[src/rtl/ide_seq_pkg.sv]
package ide_seq_pkg;

  localparam int PROF_W = 4;

  typedef struct packed {
    logic [PROF_W-1:0] len;  // select cycles
    logic [PROF_W-1:0] dly;  // cycles before strobe
  } prof_t;

  typedef enum logic [1:0] {
    ST_IDLE = 2'd0,
    ST_SEL  = 2'd1,
    ST_DONE = 2'd2
  } seq_st_e;

  localparam prof_t SLOW_PROF = '{len: 4'd11, dly: 4'd4};

  function automatic prof_t code_prof(input logic [2:0] code);
    prof_t p;
    case (code)
      3'd0:    p = '{len: 4'd7,  dly: 4'd2};
      3'd1:    p = '{len: 4'd9,  dly: 4'd3};
      3'd2:    p = '{len: 4'd11, dly: 4'd4};
      3'd3:    p = '{len: 4'd5,  dly: 4'd1};
      3'd4:    p = '{len: 4'd5,  dly: 4'd2};
      3'd5:    p = '{len: 4'd5,  dly: 4'd3};
      3'd6:    p = '{len: 4'd15, dly: 4'd4};
      default: p = '{len: 4'd5,  dly: 4'd1};
    endcase
    return p;
  endfunction

endpackage

[src/rtl/ide_speed_reg.sv]
module ide_speed_reg (
  input  logic       clk,
  input  logic       rst_n,
  input  logic       wr_en,
  input  logic [7:0] wdata,
  output logic [2:0] code,
  output logic [7:0] rdata
);

  logic [2:0] code_q, code_nx;

  always_comb begin
    code_nx = code_q;
    if (wr_en) code_nx = wdata[7:5];
  end

  always_ff @(posedge clk or negedge rst_n) begin
    if (!rst_n) code_q <= 3'd0;
    else        code_q <= code_nx;
  end

  assign code  = code_q;
  assign rdata = {code_q, 5'b11111};

endmodule

[src/rtl/ide_win_decode.sv]
module ide_win_decode #(
  parameter int NUM_SEL = 4
) (
  input  logic [11:0]        addr,
  output logic [NUM_SEL-1:0] hit,
  output logic               slow,
  output logic [2:0]         da
);

  logic unused_addr_bits;

  genvar g;
  generate
    for (g = 0; g < NUM_SEL; g++) begin : g_win
      assign hit[g] = addr[11] && (addr[10:8] == 3'(g));
    end
  endgenerate

  assign slow             = addr[6];
  assign da               = addr[4:2];
  assign unused_addr_bits = ^{addr[7], addr[5], addr[1:0]};

endmodule

[src/rtl/ide_strobe_fsm.sv]
module ide_strobe_fsm
  import ide_seq_pkg::*;
#(
  parameter int NUM_SEL = 4
) (
  input  logic               clk,
  input  logic               rst_n,
  input  logic               req,
  input  logic               req_wr,
  input  logic [NUM_SEL-1:0] req_hit,
  input  logic [2:0]         req_da,
  input  prof_t              req_prof,
  output logic [NUM_SEL-1:0] cs,
  output logic [2:0]         da,
  output logic               strb_rd,
  output logic               strb_wr,
  output logic               done
);

  localparam int CNT_W = PROF_W;

  seq_st_e            st_q, st_nx;
  logic [CNT_W-1:0]   cnt_q, cnt_nx;
  prof_t              prof_q, prof_nx;
  logic [NUM_SEL-1:0] hit_q, hit_nx;
  logic               wr_q, wr_nx;
  logic [2:0]         da_q, da_nx;

  logic accept, last_cyc, in_sel, strb_on;

  assign accept   = req && (st_q != ST_SEL);
  assign last_cyc = (cnt_q == prof_q.len - CNT_W'(1));

  always_comb begin
    st_nx   = st_q;
    cnt_nx  = cnt_q;
    prof_nx = prof_q;
    hit_nx  = hit_q;
    wr_nx   = wr_q;
    da_nx   = da_q;
    case (st_q)
      ST_SEL: begin
        if (last_cyc) st_nx  = ST_DONE;
        else          cnt_nx = cnt_q + CNT_W'(1);
      end
      default: begin
        st_nx = ST_IDLE;
        if (accept) begin
          st_nx   = ST_SEL;
          cnt_nx  = '0;
          prof_nx = req_prof;
          hit_nx  = req_hit;
          wr_nx   = req_wr;
          da_nx   = req_da;
        end
      end
    endcase
  end

  always_ff @(posedge clk or negedge rst_n) begin
    if (!rst_n) begin
      st_q   <= ST_IDLE;
      cnt_q  <= '0;
      prof_q <= '0;
      hit_q  <= '0;
      wr_q   <= 1'b0;
      da_q   <= 3'd0;
    end else begin
      st_q   <= st_nx;
      cnt_q  <= cnt_nx;
      prof_q <= prof_nx;
      hit_q  <= hit_nx;
      wr_q   <= wr_nx;
      da_q   <= da_nx;
    end
  end

  assign in_sel  = (st_q == ST_SEL);
  assign strb_on = in_sel && (|hit_q) && (cnt_q >= prof_q.dly);
  assign cs      = in_sel ? hit_q : '0;
  assign strb_rd = strb_on && !wr_q;
  assign strb_wr = strb_on && wr_q;
  assign done    = (st_q == ST_DONE);
  assign da      = da_q;

endmodule

[src/rtl/ide_strobe_seq.sv]
module ide_strobe_seq
  import ide_seq_pkg::*;
#(
  parameter bit EXT_SEL = 1'b0,
  localparam int NUM_SEL = EXT_SEL ? 6 : 4
) (
  input  logic               clk,
  input  logic               rst_n,
  input  logic               spd_wr,
  input  logic [7:0]         spd_wdata,
  output logic [7:0]         spd_rdata,
  input  logic               acc_req,
  input  logic [11:0]        acc_addr,
  input  logic               acc_wr,
  output logic [NUM_SEL-1:0] ide_cs,
  output logic [2:0]         ide_da,
  output logic               ide_rd,
  output logic               ide_wr,
  output logic               acc_done
);

  // reset: asynchronous assertion, synchronous release
  logic [1:0] rst_sync_q;
  logic       rst_core_n;

  always_ff @(posedge clk or negedge rst_n) begin
    if (!rst_n) rst_sync_q <= 2'b00;
    else        rst_sync_q <= {rst_sync_q[0], 1'b1};
  end
  assign rst_core_n = rst_sync_q[1];

  logic [2:0]         code;
  logic [NUM_SEL-1:0] hit;
  logic               slow;
  logic [2:0]         da_dec;
  prof_t              prof_sel;

  ide_speed_reg u_spd (
    .clk   (clk),
    .rst_n (rst_core_n),
    .wr_en (spd_wr),
    .wdata (spd_wdata),
    .code  (code),
    .rdata (spd_rdata)
  );

  ide_win_decode #(.NUM_SEL(NUM_SEL)) u_dec (
    .addr (acc_addr),
    .hit  (hit),
    .slow (slow),
    .da   (da_dec)
  );

  assign prof_sel = slow ? SLOW_PROF : code_prof(code);

  ide_strobe_fsm #(.NUM_SEL(NUM_SEL)) u_fsm (
    .clk      (clk),
    .rst_n    (rst_core_n),
    .req      (acc_req),
    .req_wr   (acc_wr),
    .req_hit  (hit),
    .req_da   (da_dec),
    .req_prof (prof_sel),
    .cs       (ide_cs),
    .da       (ide_da),
    .strb_rd  (ide_rd),
    .strb_wr  (ide_wr),
    .done     (acc_done)
  );

endmodule

[config.mk]
export PLATFORM = sky130hd
export DESIGN_NAME = ide_strobe_seq
export DESIGN_NICKNAME = d
export VERILOG_FILES = /design/src/rtl/ide_seq_pkg.sv /design/src/rtl/ide_speed_reg.sv /design/src/rtl/ide_win_decode.sv /design/src/rtl/ide_strobe_fsm.sv /design/src/rtl/ide_strobe_seq.sv
export SDC_FILE = /design/constraint.sdc
export NUM_CORES = 1
export LEC_CHECK = 0
export BUFFER_PORTS_ARGS = -buffer_cell sky130_fd_sc_hd__buf_4
export CAP_MARGIN = 20
export CORE_ASPECT_RATIO = 0.5
export CORE_MARGIN = 2
export CORE_UTILIZATION = 40
export CTS_BUF_LIST = sky130_fd_sc_hd__clkbuf_2 sky130_fd_sc_hd__clkbuf_4 sky130_fd_sc_hd__clkbuf_8
export DETAILED_ROUTE_END_ITERATION = 12
export GPL_TIMING_DRIVEN = 0
export PLACE_DENSITY_LB_ADDON = 0.12
export SLEW_MARGIN = 0
export SYNTH_ARGS = -nofsm -noshare
export SYNTH_HDL_FRONTEND = slang
export SYNTH_HIERARCHICAL = 1
export SYNTH_SLANG_ARGS = --single-unit
[constraint.sdc]
create_clock -name clk -period 2.16 [get_ports clk]
set_input_delay 0.108 -clock clk [delete_from_list [all_inputs] [get_ports clk]]
set_output_delay 0.108 -clock clk [all_outputs]
set_load 0.01 [all_outputs]
==> impl_metrics.env <==
export IMPL_outcome="finished, final reports clean"
export IMPL_synthCells=132
export IMPL_ys_types=33
export IMPL_netlist_top_cells_area="dfrtp_1 45%, mux2_2 14%, buf_4 6.5%, ha_1 5.0%, inv_1 2.8%"
export IMPL_worst_slack_ns=0.106
export IMPL_setup_viol=0
export IMPL_p_per_area_mw_per_mm2=1140
export IMPL_cts_tree="done"
export IMPL_antenna_found_initial=0
export IMPL_crit_chain="inv_1, ha_1, nand2b_1, a21o_1, a21o_1, a21oi_1, nor4_1, buf_4"
export IMPL_p_comb_share_pct=47.1
export IMPL_io_pins=43
export IMPL_p_leak_nw=0.918
export IMPL_synth_top_area_share_pct=45.2
export IMPL_dr_pass1_iters=2
export IMPL_clkLatencyLatePin_ns=0.27
export IMPL_worstSetupPathType="register to output port"
export IMPL_cp_max_fo=4
export IMPL_h_tree_depth=1
export IMPL_cp_common_cell="a21o_1"
export IMPL_fin_nets=201
export IMPL_drc=0
export IMPL_drive_gt1_share_pct=42.6
export IMPL_die_x_um=90.4
export IMPL_r2r_slack_ns=0.45
export IMPL_synth_ff_latch_count=27
export IMPL_drt_iter0_drc=8
export IMPL_grt_usage_pct=12.9
export IMPL_syn_area_sq_mm=0.00149
export IMPL_cts_root_buf="clkbuf_8"
export IMPL_cts_sinks=27
export IMPL_start_kind="register"
export IMPL_preCtsSetupSlack_ns=0.354
export IMPL_clkTransAtPathRegs_ns=0.09
export IMPL_crit_path_max_incr_delay_ns=0.44
export IMPL_clock_path_buffers=2
export IMPL_wl_um=2550
export IMPL_crit_required_ns=2.05
export IMPL_gp_congestion=0.785
export IMPL_routedWlPerCell_um=11.6
export IMPL_die_area_sq_mm=0.00427
export IMPL_initial_utilization_pct=42.6
export IMPL_synth_area_leader_cell="dfrtp_1"
export IMPL_seq_area_frac_synth_pct=45.2
export IMPL_overflow=0
export IMPL_cp_arrival_ns=1.95
export IMPL_yosysWarnings=6
export IMPL_p_int_w=0.00138
export IMPL_p_seq_share_pct=39.3
export IMPL_die_h_um=47.2
export IMPL_avgSynthCellArea_sq_um=11.3
export IMPL_num_antenna_cells=0
export IMPL_area_growth_syn_to_layout_pct=24.5
export IMPL_finClkSkew_ns=0.00531
export IMPL_fin_cells=220
export IMPL_swShare_pct=35.0
export IMPL_slew_headroom_pct=66.0
export IMPL_pwr_share_clk_pct=13.6
export IMPL_fmax_ghz=0.487
export IMPL_rows=15
export IMPL_cap_viol_max_count=0
export IMPL_postRouteAntennaNets=0
export IMPL_critical_path_slowest_cell="dfrtp_2"
export IMPL_grt_max_degree=26
export IMPL_numPlacedInstances=212
export IMPL_r2r_start="u_fsm/prof_q[4]"
export IMPL_worst_pin_slew_ns=0.510
export IMPL_cts_inserted_buffers=3
export IMPL_worstHoldPathType="primary input to register"
export IMPL_min_delay_start="acc_addr[2]"
export IMPL_tns_ns=0
export IMPL_coreArea_sq_mm=0.00351
export IMPL_fin_crit_ns=2.05
export IMPL_worst_setup_path_end_kind="output port"
export IMPL_rsz0062_at_grt="false"
export IMPL_ir_worst_vdd_uv=445
export IMPL_min_period_over_period_pct=95.1
export IMPL_timing_hold_violations_final=0
export IMPL_maxSlewViolCount=0
export IMPL_p_switching_w=0.000744
export IMPL_grt_pass1_wl_um=4280
export IMPL_portBuffers=24
export IMPL_dp_hpwl_um=1910
export IMPL_cp_startpoint="u_fsm/cnt_q[0]"
export IMPL_avgViaCountPerCell=4.44
export IMPL_grt_pass1_vias=933
export IMPL_vias=977
==> registers in the layout, indices dropped and copies added, names as in the netlist <==
| signal | cells |
|---|---|
| rst_sync_q | 2 |
| u_fsm/cnt_q | 4 |
| u_fsm/da | 3 |
| u_fsm/hit_q | 4 |
| u_fsm/prof_q | 8 |
| u_fsm/st_q | 2 |
| u_fsm/wr_q | 1 |
| u_spd/code | 3 |
==> worst max-delay path: cells and delay by family (launching register included) <==
kind / cells / cell delay [ns]
flops: 1 / 0.44
buf+inv: 2 / 0.25
compound gates: 3 / 0.54
simple gates: 2 / 0.22
fa+ha+maj: 1 / 0.23
==> power by group through the flow <==
| stage | Sequential [W] | Combinational [W] | Clock [W] |
|---|---|---|---|
| 2_1_floorplan | 0.000827 | 0.000716 | 0 |
| 3_3_place_gp | 0.000855 | 0.000934 | 0 |
| 3_5_place_dp | 0.000858 | 0.000956 | 0 |
| 4_1_cts | 0.000846 | 0.000966 | 0.000311 |
| 5_1_grt | 0.000871 | 0.00112 | 0.000329 |
| 6_report | 0.000836 | 0.00100 | 0.000289 |
==> kinds of logic (layout without fill, tap and decap cells) <==
logic type	after synthesis	in the layout	synth area share (%)
and+or+nand+nor	33	33	15.0
AOI/OAI and AO/OA	13	13	5.61
other	3	8	0.754
buffers and inverters	25	57	9.63
DFF	27	27	45.2
muxes	19	19	14.3
adders and majority gates	6	6	5.02
xor gates and xnor gates	6	6	4.44
==> cell usage in the layout (no fill, tap or decap), drive strengths merged <==
master       Yosys  layout
nand2            4       4
o2111ai          1       1
xnor2            2       2
nor2             4       4
nor3             2       2
and2             4       4
o21ai            2       2
nor4b            1       1
mux2            19      19
dlygate4sd3      0       1
a21oi            4       4
o22ai            3       3
or3b             1       1
ha               6       6
nand3            1       1
inv             11      11
buf             14      41
and4b            1       1
nor2b            4       4
nand2b           4       4
a21o             2       2
xor2             3       3
conb             3       8
or3              1       1
nand3b           1       1
dfrtp           27      27
and4bb           2       2
o21bai           1       1
xnor3            1       1
clkbuf           0       4
nor4             3       3
==> layer usage <==
metal / track usage, % / vias to the layer above / wire length [um] / share of wire (%)
met5: 0 / - / 0 / 0
met2: 21.1 / 27 / 1130 / 44
met3: 4.33 / 0 / 162 / 6.4
met4: 2.77 / 0 / 0 / 0
met1: 17.4 / 446 / 1260 / 49
li1: - / 504 / - / -
==> cells in the mapped netlist <==
cell,count
and2_1,4
conb_1,3
nor4_1,3
and4b_1,1
o22ai_1,3
inv_1,11
ha_1,6
nand3b_1,1
nor2_1,3
xnor2_1,2
a21oi_1,4
xnor3_1,1
a21o_1,2
buf_4,13
nor3_2,1
nand3_2,1
o21ai_2,1
or3_1,1
mux2_2,19
o21ai_0,1
nand2_1,4
o2111ai_1,1
nand2b_1,4
dfrtp_1,27
nor2b_1,4
and4bb_2,2
xor2_1,3
nor4b_2,1
buf_2,1
nor2_2,1
or3b_1,1
o21bai_1,1
nor3_1,1
==> per-stage QoR <==
step,util (%),cell area (sq um),hold slack [ns],power [W]
finish,53.0,1860,0.0681,0.00213
detailed placement,50.1,1760,-0.108,0.00181
global route,53.0,1860,0.0490,0.00232
CTS,51.7,1820,0.0570,0.00212
floorplan,-,1510,-0.188,0.00154
global placement,50.1,1760,-0.109,0.00179
==> timing repair <==
action	in CTS	in global routing
hold buffers	1	0
resized for setup	0	1
setup buffers	0	2
endpoints found under the hold margin	2	0
endpoints found under the setup margin	0	2
==> worst paths after layout <==
| check | endpoint | depth (start not counted) |
|---|---|---|
| worst max register to register | u_fsm/cnt_q[3] | 7 |
| max in group asynchronous | u_fsm/cnt_q[0] | 1 |
| min in group asynchronous | rst_sync_q[0] | 2 |
| worst min-delay path | u_fsm/da[0] | 2 |
| worst max-delay path | ide_wr | 8 |
| worst min register to register | u_fsm/prof_q[3] | 0 |
==> layout make-up <==
| type | count | area, sq um |
|---|---|---|
| fill | 314 | 1650 |
| multi-input combinational | 85 | 693 |
| sequential | 27 | 677 |
| timing repair buffer | 28 | 233 |
| buffer | 14 | 103 |
| tap | 51 | 63.8 |
| clock buffer | 4 | 48.8 |
| inverter | 11 | 41.3 |
Note: power is estimated with default switching activity, not from simulation.
